--- src/rtl/rac_pkg.sv ---
package rac_pkg;
    typedef enum logic [1:0] {
        RAC_IDLE  = 2'd0,
        RAC_RUN   = 2'd1,
        RAC_PURGE = 2'd2
    } rac_state_e;
endpackage

--- src/rtl/rac_ctrl.sv ---
module rac_ctrl
    import rac_pkg::*;
(
    input  logic       clk,
    input  logic       rst_n,
    input  logic       ra_mode,
    output rac_state_e state,
    output logic       cache_on,
    output logic       purge
);
    rac_state_e state_q, state_d;

    always_ff @(posedge clk) begin
        if (!rst_n) state_q <= RAC_IDLE;
        else        state_q <= state_d;
    end

    always_comb begin
        state_d = state_q;
        unique case (state_q)
            RAC_IDLE:  if (ra_mode)  state_d = RAC_RUN;
            RAC_RUN:   if (!ra_mode) state_d = RAC_PURGE;
            RAC_PURGE: state_d = RAC_IDLE;
            default:   state_d = RAC_IDLE;
        endcase
    end

    always_comb begin
        cache_on = 1'b0;
        purge    = 1'b0;
        unique case (state_q)
            RAC_IDLE:  ;
            RAC_RUN:   cache_on = 1'b1;
            RAC_PURGE: purge    = 1'b1;
            default:   ;
        endcase
    end

    assign state = state_q;


    purge_one_cycle_chk: assert property (@(posedge clk) disable iff (!rst_n)
        state_q == RAC_PURGE |=> state_q == RAC_IDLE);


    exit_to_purge_chk: assert property (@(posedge clk) disable iff (!rst_n)
        (state_q == RAC_RUN && !ra_mode) |=> state_q == RAC_PURGE);
endmodule

--- src/rtl/rac_array.sv ---
module rac_array #(
    parameter int AW    = 12,
    parameter int DW    = 16,
    parameter int LINES = 4,
    parameter int WORDS = 4
) (
    input  logic          clk,
    input  logic          rst_n,
    input  logic          clear,
    input  logic          wr_en,
    input  logic [AW-1:0] wr_addr,
    input  logic [DW-1:0] wr_data,
    input  logic          wr_inv,
    input  logic [AW-1:0] rd_addr,
    output logic          rd_hit,
    output logic [DW-1:0] rd_data,
    output logic          rd_inv,
    output logic          wr_present
);
    localparam int OB = $clog2(WORDS);
    localparam int IB = $clog2(LINES);
    localparam int TB = AW - IB - OB;

    logic [LINES-1:0] valid_q;
    logic [TB-1:0]    tag_q   [LINES];
    logic [WORDS-1:0] wmask_q [LINES];
    logic [WORDS-1:0] inv_q   [LINES];
    logic [DW-1:0]    data_q  [LINES][WORDS];

    logic [IB-1:0]    w_idx, r_idx;
    logic [OB-1:0]    w_off, r_off;
    logic [TB-1:0]    w_tag, r_tag;
    logic [WORDS-1:0] w_onehot;
    logic             w_line_match;

    assign w_off = wr_addr[OB-1:0];
    assign w_idx = wr_addr[OB +: IB];
    assign w_tag = wr_addr[AW-1 -: TB];
    assign r_off = rd_addr[OB-1:0];
    assign r_idx = rd_addr[OB +: IB];
    assign r_tag = rd_addr[AW-1 -: TB];

    always_comb begin
        w_onehot        = '0;
        w_onehot[w_off] = 1'b1;
    end

    assign w_line_match = valid_q[w_idx] && (tag_q[w_idx] == w_tag);
    assign wr_present   = w_line_match && wmask_q[w_idx][w_off];

    always_ff @(posedge clk) begin
        if (!rst_n || clear) begin
            valid_q <= '0;
            for (int i = 0; i < LINES; i++) begin
                wmask_q[i] <= '0;
                inv_q[i]   <= '0;
                tag_q[i]   <= '0;
            end
        end else if (wr_en) begin
            valid_q[w_idx] <= 1'b1;
            tag_q[w_idx]   <= w_tag;
            if (w_line_match) begin
                wmask_q[w_idx][w_off] <= 1'b1;
                inv_q[w_idx][w_off]   <= wr_inv;
            end else begin
                wmask_q[w_idx] <= w_onehot;
                inv_q[w_idx]   <= wr_inv ? w_onehot : '0;
            end
        end
    end

    always_ff @(posedge clk) begin
        if (wr_en) data_q[w_idx][w_off] <= wr_data;
    end

    assign rd_hit  = valid_q[r_idx] && (tag_q[r_idx] == r_tag) && wmask_q[r_idx][r_off];
    assign rd_data = data_q[r_idx][r_off];
    assign rd_inv  = inv_q[r_idx][r_off];


    clear_empties_chk: assert property (@(posedge clk) disable iff (!rst_n)
        clear |=> valid_q == '0);


    poison_kept_chk: assert property (@(posedge clk) disable iff (!rst_n)
        (wr_en && wr_inv && !clear) |=> inv_q[$past(w_idx)][$past(w_off)]);


    line_owner_chk: assert property (@(posedge clk) disable iff (!rst_n)
        (wr_en && !clear) |=> valid_q[$past(w_idx)] && tag_q[$past(w_idx)] == $past(w_tag));
endmodule

--- src/rtl/rac_load_sel.sv ---
module rac_load_sel #(
    parameter int AW = 12,
    parameter int DW = 16
) (
    input  logic          cache_on,
    input  logic          ld_valid,
    input  logic          ld_fwd_hit,
    input  logic [AW-1:0] ld_addr,
    input  logic          rc_hit,
    input  logic [DW-1:0] rc_data,
    input  logic          rc_inv,
    input  logic          l1_hit,
    input  logic [DW-1:0] l1_data,
    output logic          resp_valid,
    output logic [DW-1:0] resp_data,
    output logic          resp_inv,
    output logic          resp_from_rc,
    output logic          l2_req,
    output logic [AW-1:0] l2_addr
);
    logic use_rc;

    always_comb begin
        resp_valid   = ld_valid && !ld_fwd_hit;
        use_rc       = resp_valid && cache_on && rc_hit;
        resp_from_rc = use_rc;
        resp_data    = '0;
        resp_inv     = 1'b0;
        l2_req       = 1'b0;
        l2_addr      = '0;
        if (use_rc) begin
            resp_data = rc_data;
            resp_inv  = rc_inv;
        end else if (resp_valid) begin
            resp_data = l1_data;
            if (!l1_hit) begin
                l2_req  = 1'b1;
                l2_addr = ld_addr;
            end
        end
    end
endmodule

--- src/rtl/runahead_cache.sv ---
module runahead_cache
    import rac_pkg::*;
#(
    parameter int AW    = 12,
    parameter int DW    = 16,
    parameter int LINES = 4,
    parameter int WORDS = 4
) (
    input  logic          clk,
    input  logic          rst_n,
    input  logic          ra_mode,
    input  logic          st_valid,
    input  logic [AW-1:0] st_addr,
    input  logic [DW-1:0] st_data,
    input  logic          st_addr_inv,
    input  logic          st_data_inv,
    input  logic          ld_valid,
    input  logic [AW-1:0] ld_addr,
    input  logic          ld_fwd_hit,
    input  logic          l1_hit,
    input  logic [DW-1:0] l1_data,
    output logic          ld_resp_valid,
    output logic [DW-1:0] ld_resp_data,
    output logic          ld_resp_inv,
    output logic          ld_from_rc,
    output logic          l2_req_valid,
    output logic [AW-1:0] l2_req_addr
);
    rac_state_e    state;
    logic          cache_on, purge;
    logic          st_we, wr_present;
    logic          rc_hit, rc_inv;
    logic [DW-1:0] rc_data;

    rac_ctrl u_ctrl (
        .clk      (clk),
        .rst_n    (rst_n),
        .ra_mode  (ra_mode),
        .state    (state),
        .cache_on (cache_on),
        .purge    (purge)
    );

    assign st_we = cache_on && st_valid && (st_addr_inv || st_data_inv || wr_present);

    rac_array #(.AW(AW), .DW(DW), .LINES(LINES), .WORDS(WORDS)) u_array (
        .clk        (clk),
        .rst_n      (rst_n),
        .clear      (purge),
        .wr_en      (st_we),
        .wr_addr    (st_addr),
        .wr_data    (st_data),
        .wr_inv     (st_data_inv),
        .rd_addr    (ld_addr),
        .rd_hit     (rc_hit),
        .rd_data    (rc_data),
        .rd_inv     (rc_inv),
        .wr_present (wr_present)
    );

    rac_load_sel #(.AW(AW), .DW(DW)) u_sel (
        .cache_on     (cache_on),
        .ld_valid     (ld_valid),
        .ld_fwd_hit   (ld_fwd_hit),
        .ld_addr      (ld_addr),
        .rc_hit       (rc_hit),
        .rc_data      (rc_data),
        .rc_inv       (rc_inv),
        .l1_hit       (l1_hit),
        .l1_data      (l1_data),
        .resp_valid   (ld_resp_valid),
        .resp_data    (ld_resp_data),
        .resp_inv     (ld_resp_inv),
        .resp_from_rc (ld_from_rc),
        .l2_req       (l2_req_valid),
        .l2_addr      (l2_req_addr)
    );


    fwd_silent_chk: assert property (@(posedge clk) disable iff (!rst_n)
        (ld_valid && ld_fwd_hit) |-> (!ld_resp_valid && !l2_req_valid));


    rc_only_in_run_chk: assert property (@(posedge clk) disable iff (!rst_n)
        ld_from_rc |-> state == RAC_RUN);


    l2_addr_match_chk: assert property (@(posedge clk) disable iff (!rst_n)
        l2_req_valid |-> (l2_req_addr == ld_addr && !ld_from_rc && !l1_hit));


    rc_no_prefetch_chk: assert property (@(posedge clk) disable iff (!rst_n)
        ld_from_rc |-> !l2_req_valid);
endmodule

--- config.mk ---
export PLATFORM = sky130hd
export DESIGN_NAME = runahead_cache
export DESIGN_NICKNAME = d
export VERILOG_FILES = /design/src/rtl/rac_pkg.sv /design/src/rtl/rac_ctrl.sv /design/src/rtl/rac_array.sv /design/src/rtl/rac_load_sel.sv /design/src/rtl/runahead_cache.sv
export SDC_FILE = /design/constraint.sdc
export NUM_CORES = 1
export LEC_CHECK = 0
export BUFFER_PORTS_ARGS = -buffer_cell sky130_fd_sc_hd__buf_4
export CELL_PAD_IN_SITES_DETAIL_PLACEMENT = 1
export CELL_PAD_IN_SITES_GLOBAL_PLACEMENT = 2
export CORE_MARGIN = 2
export CORE_UTILIZATION = 33
export CTS_CLUSTER_SIZE = 25
export DETAILED_ROUTE_END_ITERATION = 10
export GPL_ROUTABILITY_DRIVEN = 0
export PLACE_DENSITY_LB_ADDON = 0.1
export SKIP_LAST_GASP = 1
export SLEW_MARGIN = 20
export SYNTH_ARGS = -nofsm -noshare
export SYNTH_HDL_FRONTEND = slang
export SYNTH_HIERARCHICAL = 1
export SYNTH_SLANG_ARGS = --single-unit
--- constraint.sdc ---
create_clock -name clk -period 4.1 [get_ports clk]
set_input_delay 0.205 -clock clk [delete_from_list [all_inputs] [get_ports clk]]
set_output_delay 0.205 -clock clk [all_outputs]
set_load 0.005 [all_outputs]
After elaboration in Yosys (flattened, before gate mapping):

Memories as Yosys holds them, arrays and structs flattened.
Index checks and enable logic that the tools add are counted.

* bits of input ports: 65
* output and inout port bits: 32
* memories: 4
* memory bits (writable): 320
* logic and storage cells: 119
* bits in registers: 6

* order comparisons: 9
* bitwise logic cells: 11
* reduce and logical (&&, ||, !) cells: 22
* eq/ne operators: 6
* mux-type cells: 65

Memories
* u_array.data_q: depth 4, width 64, read ports 1, clocked after Yosys merged registers in 0, wr ports 1, line rac_array.sv:28 `logic [DW-1:0] data_q [LINES][WORDS];`
* u_array.tag_q: depth 4, width 8, read ports 2, clocked after Yosys merged registers in 0, wr ports 4, line rac_array.sv:25 `logic [TB-1:0] tag_q [LINES];`
* u_array.inv_q: depth 4, width 4, read ports 1, clocked after Yosys merged registers in 0, wr ports 4, line rac_array.sv:27 `logic [WORDS-1:0] inv_q [LINES];`
* u_array.wmask_q: depth 4, width 4, read ports 2, clocked after Yosys merged registers in 0, wr ports 4, line rac_array.sv:26 `logic [WORDS-1:0] wmask_q [LINES];`

Operator list (number)
* $mux W16: 5
* $mux W64: 1
* $mux W12: 3
* $mux W1: 34
* $bmux W16 S2: 1
* $demux W16 S2: 1
* $mux W4: 6
* $eq A8 B8 Y1: 2
* $logic_and A1 B1 Y1: 12
* $lt A2 B3 Y1 const B: 4
* $bmux W1 S2: 5
* $mux W2: 5
* $mux W8: 1
* $or A1 B1 Y1: 8
* $reduce_or A4 Y1: 2
* $reduce_or A8 Y1: 1
* $ge A3 B3 Y1 const B: 2
* $not A2 Y3: 2
* $demux W1 S2: 2
* $ge A2 B1 Y1 const B: 2
* $ne A2 B2 Y1 const B: 2
* $or A4 B4 Y4: 1
* $pmux W2 S2: 1
* $logic_or A1 B1 Y1: 3
* 6 further kinds: 7

Logic depth before layout (Yosys ltp):

Gate-level depths: netlist of run 1.

* depth in word-level cells: 12
* mapped depth: 15
* depth with buffers taken out: 11

Modules after synthesis:

The synthesis of run 1 kept the hierarchy.

By module, submodules not included
* rac_array: cells an instance 663, area each 13470.4 sq um, sequential area each 9689.3 sq um, instances 1
* rac_load_sel: cells an instance 80, area each 581.8 sq um, sequential area each 0.0 sq um, instances 1
* rac_ctrl: cells an instance 6, area each 76.3 sq um, sequential area each 40.0 sq um, instances 1
* runahead_cache: cells an instance 1, area each 10.0 sq um, sequential area each 0.0 sq um, instances 1

Worst setup path before layout of run 1:

No wires, ideal clock.

* path kind: input port to flip-flop
* from: input st_addr[2]
* to: memory u_array/data_q[3][0] (netlist name), enable pin
* setup slack: 932 ps
* library setup time: 388 ps
* stages on the path: 12
* path buffers: 3
* data arrival time: 2779 ps
* required time: 3712 ps
* cell sequence: buf_6 buf_6 mux2i_1 xor2_1 nand4_1 mux2i_1 nand4_2 nor2b_1 o311a_1 clkbuf_1 nand3_1 nor2_1

* cells in the longest elaborated chain, start to end: 8
* elaborated cells between the ends (all ways): 13
* classes of those cells: 1 x eq/ne; 6 x mux; 4 x reduce/logical; 2 x memory

Ends and longest elaborated chain
* start, declared: line runahead_cache.sv:13 `input logic [AW-1:0] st_addr,`
* $mem_v2 Z4 W8 (tied with other cells)
* $eq A8 B8 Y1 (tied with other cells): line rac_array.sv:48 `assign w_line_match = valid_q[w_idx] && (tag_q[w_idx] == w_tag);`
* $logic_and A1 B1 Y1 / $mux W1 (equally long branches): line rac_array.sv:48, rac_array.sv:49
* $logic_and A1 B1 Y1 (*): line rac_array.sv:49 `assign wr_present = w_line_match && wmask_q[w_idx][w_off];`
* net wr_present: line runahead_cache.sv:31 `logic st_we, wr_present;`
* $logic_or A1 B1 Y1 (*): line runahead_cache.sv:44 `assign st_we = cache_on && st_valid && (st_addr_inv || st_data_inv || wr_present);`
* $logic_and A1 B1 Y1 (*): line runahead_cache.sv:44
* net st_we: line runahead_cache.sv:31
* $mux W1 (*): line rac_array.sv:73 `if (wr_en) data_q[w_idx][w_off] <= wr_data;`
* $mux W64 (implied by the code) (*): line rac_array.sv:73
* end, declared: line rac_array.sv:28

The timed path passes the listed nets; every way through them passes the cells marked *. The select of a mux whose other input is x is not followed.

==> flow_summary.ini, run 1 <==
[timing]
rsz0062_at_grt = false
slew_violations = 0
clock.fmax_mhz = 289.5
fin_crit_ps = 3454
setup_viol = 0
finClkSkew_ps = 16.68
finalHoldViolCount = 0
worst_slew_pin_slew_ps = 994.9
tns_ps = 0
max_slew_margin = 0.3343
period_share = 0.8425

[grt]
grt_pass1_vias = 8402
grt_usage = 0.1807
antenna_found_initial = 0
overflow = 0
grt_start_max_net_pins = 42
grt_pass1_wl_um = 57840

[detailed_routing]
wl_met3_um = 1323
drc = 0
highest_layer = met4
wl_um = 39290
drtAntennaViolNets = 0
dr.pass1.iters = 4
met2_length_um = 19380
viasPerCell = 5.317
vias = 7725
drt-met1-wl_um = 17920
wl_per_cell_um = 27.04
drtIter0Drc = 553

[finish]
multi_input_area_sq_um = 4100
drive_above_1_share = 0.3665
num-fill-cells = 4092
n_antenna_cell = 0
regArea_sq_um = 9729
fin_util = 0.4017
nets = 951
syn2layout_area_growth_pct = 19.70
final_cells = 1453

[setup_path]
critPathBufInv = 2
r2r-end = u_array/tag_q[0][6]
startpoint_type = flip-flop
cp_max_fo = 32
crit_arrival_ps = 3250
end_kind = output pin
r2r_slack_ps = 890
crit_path_max_incr_delay_ps = 530
critPathTopFamily = simple AND/OR/NAND/NOR gates
crit_type = flip-flop to output pin
cp.required_ps = 3890
worst_r2r_path_depth = 12
cpMaxStageDelayCell = mux4_2
crit_chain = mux4_2 > xor2_1 > nor4_2 > nand4_1 > nor4_4 > buf_12 > nand3_1 > a21oi_1 > buf_4
reg2reg_from = u_array/tag_q[2][3]
critical_path_depth = 9

[clock_tree]
clockBufferDepth = 3
clk_pin_slew_ps = 60
cts_tree = yes
cts_root_buf = clkbuf_16
post-cts-setup-buffers = 0
cts_sinks = 326
clk_latency_ps = 530
htree_num_levels = 2
cts_buffers = 37

[synthesis]
syn_area_per_cell_sq_um = 18.85
synth_fp_nets = 815
async_flop_share = 0
synth-main-ff-cell = edfxtp_1
synth_top_area_frac = 0.6796
synth.largest_area_cell = edfxtp_1
ys_ff_latch = 326
ys_warn_count = 6
synth-edff-count = 320
syn_inst = 750
synth_cell_types = 45
synth_area_sq_um = 14140
ys_top_cells_by_area = edfxtp_1 68%, mux4_2 16%, nor2_1 1.2%, xor2_1 1.2%, a21bo_2 1.1%
yosysSeqAreaShare = 0.6881

[floorplan]
die_h_um = 211.0
rows = 75
fp.dieW_um = 211.0
core_area_sq_um = 42130
boundaryPins = 97
start_util = 0.3356
die_area_sq_um = 44520

[outcome]
status = completed

[run]
maxCapViolCount = 0

[power]
ir_worst_vdd_mv = 0.2236
p_per_area_nw_per_um2 = 435.0
leakage_nw = 5.755

[min_path]
hold_depth = 3
min_to = u_array/tag_q[3][7]
min_from = st_addr[11]
hp-class = input port to flip-flop

[placed_design]
dp.cells = 1367
port_buffers = 96
dpl.hpwl_um = 23940
[placed cells by master, fill, tap and decap left out, drive strengths merged, types with 3 or more instances in the layout]
cell type    count
mux2i           11
nor3             3
buf            132
and2             3
nor3b           13
nand2           28
xnor2            5
o21a            15
nand2b           5
nand4            4
dfxtp            6
nor2            46
mux4           106
nor2b            5
a21oi           25
dlygate4sd3     19
edfxtp         320
a21bo           16
and3            24
inv              8
clkinv          19
nand3           19
clkbuf          42
xor2            19
clkinvlp         3
[report_power, final]
group	internal [W]	switching [W]	total, W
combinational	0.000237	0.000274	0.000510
sequential	0.00370	0.0000182	0.00371
clock	0.00179	0.00135	0.00314
total	0.00572	0.00164	0.00736
[cell families (layout without fill, tap and decap cells)]
kind of cell           count (synthesis)  after routing  synth area share
AO/OA/AOI/OAI                         63             63           0.03212
XOR/XNOR                              24             24           0.01487
buffers and inverters                 60            224           0.02442
flip-flops                           326            326            0.6881
multiplexers                         117            117            0.1777
AND/OR/NAND/NOR                      160            160           0.06274
[worst max path at each step]
stage / startpoint / endpoint / slack, ps
after floorplan: st_addr[2] / u_array/data_q[3][0] / 930
after global placement: st_addr[2] / u_array/tag_q[1][4] / 730
after detailed placement: st_addr[2] / u_array/tag_q[1][2] / 690
after CTS: u_array/tag_q[2][1] / ld_resp_data[10] / 550
after global routing: u_array/tag_q[3][1] / ld_resp_data[10] / 380
final: u_array/tag_q[2][1] / ld_resp_data[10] / 650
[cells in the mapped netlist, types with 3 or more instances]
cell / number
a21bo_2: 16
nor2_1: 46
inv_1: 6
buf_6: 10
o21a_1: 15
nand2_1: 28
mux2i_1: 11
nor2b_1: 5
mux4_1: 4
and3_1: 24
dfxtp_1: 6
xnor2_1: 5
clkbuf_1: 15
nand3_1: 19
buf_4: 6
nor3_1: 3
a21oi_1: 25
nor3b_1: 4
nand2b_1: 5
nand4_1: 3
mux4_2: 102
edfxtp_1: 320
buf_1: 5
buf_2: 17
xor2_1: 19
nor3b_2: 9
[metal layers]
metal,up-vias,track usage
met4,0,0.04225
met3,54,0.02438
met1,4184,0.2538
met5,-,0
li1,3316,-
met2,171,0.2996
[per-stage QoR]
stage	hold slack (ps)	total power [W]	instance area [sq um]	worst slack, ps
global placement	453.5	0.004275	15580	726.0
finish	23.11	0.007361	16920	645.9
global route	22.14	0.007606	16920	383.0
detailed placement	462.6	0.004288	15580	687.3
CTS	2.513	0.007456	16920	545.8
floorplan	303.9	0.004071	14140	932.1
[worst register-to-register path: cells and delay by family, from the launching register on]
| family | cells | cell delay (ps) |
|---|---|---|
| AND/OR/NAND/NOR | 6 | 1110 |
| AO/OA/AOI/OAI | 3 | 740 |
| buffers and inverters | 2 | 440 |
| flip-flops | 1 | 430 |
| XOR/XNOR | 1 | 190 |
[layout make-up]
type,instances,share of cell area
Clock inverter,25,0.01050
Timing Repair Buffer,151,0.07349
Multi-Input combinational cell,364,0.2423
Inverter,6,0.001331
Sequential cell,326,0.5749
Tap cell,539,0.03985
Clock buffer,42,0.05767
[repair_timing]
| action | 4_1_cts | 5_1_grt |
|---|---|---|
| hold buffers | 19 | 0 |
| resized for setup | 0 | 0 |
| endpoints found under the hold margin | 258 | 0 |
[sequential cells by signal, summed over array words and instances, names as in the netlist]
| register | cells |
|---|---|
| u_array/data_q | 256 |
| u_array/tag_q | 32 |
| u_array/valid_q | 4 |
| u_array/wmask_q | 16 |
| u_ctrl/state | 2 |
| u_array/inv_q | 16 |
(Power assumes the default switching activity.)
==> inputs of run 2 (changes only) <==
Settings changed: ABC_AREA from default to 1.
Clock period 4.1 ns to 3 ns, I/O delays scaled along.
==> run 2 against run 1 <==
Compared with the run above:
- routed wire length increased by 16%
- setup slack lost 400 ps
- sequential share of layout area decreased by 2.7 points
- area after synthesis increased by 2.8%
- final area increased by 5.0%
- combinational power is 65% higher
- critical path depth up 6
==> flow_summary.ini, run 2 <==
[timing]
worst_slew_pin_slew_ps = 555.3
tns_ps = 0
clock.fmax_mhz = 362.9
period_share = 0.9185
setup_viol = 0
hold_slack_ps = 39.71
finalHoldViolCount = 0
slew_violations = 0
max_slew_margin = 0.6293
finClkSkew_ps = 20.02
setup_slack_ps = 244.6
fin_crit_ps = 2755
rsz0062_at_grt = true

[synthesis]
synth.largest_area_cell = edfxtp_1
synth_cell_types = 42
syn_inst = 1314
synth_area_sq_um = 14530
yosysMostFrequentCell = edfxtp_1
synth-main-ff-cell = edfxtp_1
yosysSeqAreaShare = 0.6697
ys_ff_latch = 326
ys_top_cells_by_area = edfxtp_1 66%, nor2_1 5.9%, o21ai_0 5.5%, nand2_1 4.9%, o221ai_1 3.2%
syn_area_per_cell_sq_um = 11.06
ys_warn_count = 6
ys_top_cells_by_count = 320 x edfxtp_1, 227 x nor2_1, 189 x nand2_1, 160 x o21ai_0, 66 x inv_1
synth-edff-count = 320
synth_top_area_frac = 0.6614
synth_fp_nets = 1379
async_flop_share = 0

[placed_design]
dpl.hpwl_um = 29990
dp.cells = 1974
place_ws_ps = 11.91
port_buffers = 96
placed_area_sq_um = 16310

[grt]
grt_pass1_vias = 10768
grt_pass1_wl_um = 68100
grt_start_max_net_pins = 88
overflow = 0
grt_usage = 0.2021
antenna_found_initial = 1

[setup_path]
path_common_cell = nand2_1
cp.required_ps = 3250
crit_chain = nand2_1 > nand2_1 > nand2_1 > nand3_1 > nand2_1 > nand3_1 > nor2_4 > nand2_4 > nor2_1 > inv_1 > a21oi_1 > buf_4 > nand2_1 > nor2_2 > buf_4
critPathTopFamily = simple AND/OR/NAND/NOR gates
r2r-end = u_array/data_q[1][48]
crit_arrival_ps = 3000
worst_r2r_path_depth = 15
crit_path_max_incr_delay_ps = 420
r2r_slack_ps = 240
startpoint_type = flip-flop
reg2reg_from = u_array/tag_q[3][4]
cp_max_fo = 8
critPathBufInv = 3
cpMaxStageDelayCell = edfxtp_1
end_kind = flip-flop
crit_type = flip-flop to flip-flop

[clock_tree]
cts_buffers = 39
htree_num_levels = 2
clk_pin_slew_ps = 60
cts_root_buf = clkbuf_16
cts_tree = yes
clockBufferDepth = 3
clk_latency_ps = 560
cts_sinks = 326

[finish]
num-fill-cells = 4730
syn2layout_area_growth_pct = 22.31
largest-register = u_array/data_q
regArea_sq_um = 9729
largest_register_ffs = 256
nets = 1524
multi_input_area_sq_um = 4170
mostFrequentLayoutCells = 320 x edfxtp_1, 211 x nor2_1, 185 x nand2_1
final_area_sq_um = 17770
top_regs = u_array/data_q x256, u_array/tag_q x32
layout_commonest_cell = edfxtp_1
drive_above_1_share = 0.1852
final_cells = 2071

[power]
p_per_area_nw_per_um2 = 576.8
ir_worst_vdd_mv = 0.3191
leakage_nw = 6.544

[floorplan]
die_area_sq_um = 45720
boundaryPins = 97
fp.dieW_um = 213.8
rows = 76
core_area_sq_um = 43270
die_h_um = 213.8
start_util = 0.3358

[min_path]
hold_depth = 3
min_from = st_addr[8]
min_to = u_array/tag_q[0][4]
hp-class = input port to flip-flop

[detailed_routing]
drtAntennaViolNets = 0
vias = 10576
dr.pass1.iters = 5
drc = 0
drtIter0Drc = 643
viasPerCell = 5.107
wl_um = 45550
wl_per_cell_um = 21.99

[run]
maxCapViolCount = 0

[outcome]
status = completed
run 2: metrics by stage:
step | utilization | total power, W
floorplan | - | 0.005601
global placement | 0.3770 | 0.005999
detailed placement | 0.3770 | 0.006004
CTS | 0.4100 | 0.01039
global route | 0.4107 | 0.01065
finish | 0.4107 | 0.01025
run 2: how the worst max path moves through the flow:
stage	depth (start not counted)	slack (ps)	startpoint	to
detailed placement	18	10	st_addr[2]	u_array/wmask_q[3][3]
finish	15	240	u_array/tag_q[3][4]	u_array/data_q[1][48]
global route	17	-10	u_array/tag_q[3][3]	u_array/inv_q[0][3]
floorplan	15	140	u_array/tag_q[3][3]	u_array/data_q[0][16]
global placement	17	80	st_addr[2]	u_array/tag_q[2][4]
CTS	17	50	u_array/tag_q[1][0]	u_array/wmask_q[3][3]
run 2: routing by layer:
layer	global-route usage	share of wire
met5	0	0
met2	0.3505	0.50
met1	0.2656	0.44
met4	0.04741	0.016
met3	0.03222	0.036
run 2: final cells by class:
type	count	area share
sequential	326	0.5476
multi-input combinational	825	0.2347
timing repair buffer	190	0.09563
clock buffer	47	0.05662
tap	585	0.04119
inverter	77	0.01655
clock inverter	20	0.007605
antenna	1	0.0001408
run 2: worst reg2reg max path: cells and delay by family, from the launching register on:
family	cells	cell delay, ps
flops	1	420
buf+inv	3	470
simple gates	11	1370
compound gates	1	180
run 2: logic make-up (layout without fill, tap and decap cells):
logic type | after synthesis | in the layout | share of synthesized area
buffers and inverters | 163 | 334 | 0.04771
AO/OA/AOI/OAI | 284 | 284 | 0.1195
XOR/XNOR | 3 | 3 | 0.001809
flip-flops | 326 | 326 | 0.6697
other | 0 | 1 | 0
AND/OR/NAND/NOR | 538 | 538 | 0.1612
run 2: power breakdown:
part	leakage, nW	internal (W)	switching [W]
combinational	2.95	0.000288	0.000553
sequential	3.02	0.00506	0.0000349
clock	0.569	0.00247	0.00184
run 2: timing repair:
action | 4_1_cts | 5_1_grt
setup endpoints to repair | 0 | 201
buffers inserted | 0 | 0
hold endpoints to repair | 286 | 0
gates resized for setup | 0 | 11
hold buffers | 29 | 0
==> inputs of run 3 (changes only) <==
Settings changed: CORE_MARGIN 2 to 3, CTS_BUF_LIST from default to sky130_fd_sc_hd__clkbuf_8.
==> run 3 against run 2 <==
Compared with the run above:
- critical path depth down 4
- largest cell class unchanged
- die area up 1.9%
- utilization down 0.18 points
- routed wire length up 1.9%
- flip-flop and latch count unchanged
- fmax down 0.87%
- count of clock-buffer cells in the layout up 11
- sequential share of layout area up 0.24 points
- first-iteration DRC count down 1.7%
- combinational power up 2%
- final area down 0.43%
- largest power group unchanged
==> flow_summary.ini, run 3 (same netlist as run 2, synthesis figures left out) <==
[finish]
multi_input_area_sq_um = 4185
syn2layout_area_growth_pct = 21.78
drive_above_1_share = 0.1975
largest-register = u_array/data_q
nets = 1550
regArea_sq_um = 9729
num-fill-cells = 4778
final_cells = 2110
largest_register_ffs = 256
mostFrequentLayoutCells = 320 x edfxtp_1, 211 x nor2_1, 188 x nand2_1
layout_commonest_cell = edfxtp_1
top_regs = u_array/data_q x256, u_array/tag_q x32

[setup_path]
crit_chain = o21ai_0 > o22ai_1 > xor2_1 > nor3_1 > nand3_1 > nor2_1 > nand2_1 > buf_8 > nand2_8 > nor3_1 > buf_4
crit_type = flip-flop to output pin
cpMaxStageDelayCell = edfxtp_1
path_common_cell = nor3_1
cp.required_ps = 2850
end_kind = output pin
cp_max_fo = 18
crit_arrival_ps = 2630
startpoint_type = flip-flop
crit_path_max_incr_delay_ps = 440

[clock_tree]
cts_buffers = 57
htree_num_levels = 2
cts_sinks = 326
post-cts-setup-buffers = 0
cts_tree = yes
clockBufferDepth = 3
clk_pin_slew_ps = 60
cts_root_buf = clkbuf_8
clk_latency_ps = 660

[grt]
grt_usage = 0.1985
antenna_found_initial = 1
grt.busiest_layer = met2
grt.met3_usage = 0.03393
gr-usage-met2 = 0.3388
grt_pass1_vias = 11326
overflow = 0
grt_pass1_wl_um = 70240
met1_usage = 0.2548
grt_start_max_net_pins = 121

[placed_design]
dpl.hpwl_um = 30170
dp.cells = 1981
place_ws_ps = 119.1
port_buffers = 96

[power]
switching_share = 0.2527
p_seq_frac = 0.526
ir_worst_vdd_mv = 0.2971
intPower_w = 0.007230
p_clk_frac = 0.386
leakage_nw = 6.590
switching_power_w = 0.002445
comb_power_share = 0.088
power_w = 0.009675
p_per_area_nw_per_um2 = 546.9

[timing]
slew_violations = 0
max_slew_margin = 0.6160
tns_ps = 0
period_share = 0.9265
fin_crit_ps = 2780
rsz0062_at_grt = true
hold_slack_ps = 188.4
finClkSkew_ps = 27.88
clock.fmax_mhz = 359.8
finalHoldViolCount = 0
worst_slew_pin_slew_ps = 576.0
setup_viol = 0
setup_slack_ps = 220.4

[floorplan]
fp.dieW_um = 215.8
die_area_sq_um = 46580
core_area_sq_um = 43270
start_util = 0.3358
die_h_um = 215.8
rows = 76
boundaryPins = 97

[detailed_routing]
drc = 0
drtIter0Drc = 632
drtAntennaViolNets = 0
dr.pass1.iters = 5
wl_per_cell_um = 21.99
viasPerCell = 5.059
wl_um = 46400
vias = 10674

[run]
maxCapViolCount = 0

[outcome]
status = completed

[min_path]
hp-class = input port to flip-flop
run 3: cell type report:
type                            instances  area share
Timing Repair Buffer                  198     0.09788
Multi-Input combinational cell        825      0.2366
Clock inverter                         40     0.01209
Sequential cell                       326      0.5499
Antenna cell                            1   0.0001414
Inverter                               77     0.01690
Tap cell                              585     0.04137
Clock buffer                           58     0.04512
run 3: critical path, delay by kind of cell, from the launching register on:
family                 cells  cell delay [ps]
buffers and inverters      2              360
AO/OA/AOI/OAI              2              320
XOR/XNOR                   1              160
AND/OR/NAND/NOR            6              690
flip-flops                 1              440
run 3: per-stage QoR:
stage               utilization  instance area [sq um]
global route             0.4089                  17690
floorplan                     -                  14530
detailed placement       0.3773                  16320
CTS                      0.4078                  17640
finish                   0.4089                  17690
global placement         0.3773                  16320
run 3: power groups by stage:
| stage | Clock, W | Sequential, W | Combinational [W] |
|---|---|---|---|
| floorplan | 0 | 0.00516 | 0.000437 |
| global placement | 0 | 0.00518 | 0.000822 |
| detailed placement | 0 | 0.00518 | 0.000830 |
| CTS | 0.00388 | 0.00509 | 0.000868 |
| global route | 0.00407 | 0.00509 | 0.000952 |
| finish | 0.00373 | 0.00509 | 0.000856 |
run 3: final timing paths:
path | start | end | slack [ps] | cells after the start
min reg2reg | u_ctrl/state[0] | u_ctrl/state[1] | 470 | 2
max | u_array/tag_q[1][7] | l2_req_addr[0] | 220 | 11
min | st_addr[3] | u_array/tag_q[2][6] | 190 | 3
max reg2reg | u_array/tag_q[2][3] | u_array/data_q[1][18] | 290 | 17
run 3: what timing repair did:
item,in CTS,in global routing
hold buffers,30,0
gates resized for setup,1,15
endpoints found under the setup margin,13,92
pin swaps,0,0
endpoints found under the hold margin,308,0
run 3: per-layer routing:
layer,wire (um),up-vias,part of all wire
met5,0,-,0
met4,1490,0,0.032
met3,1436,74,0.031
met2,22790,156,0.49
met1,20690,5378,0.45
li1,-,5066,-
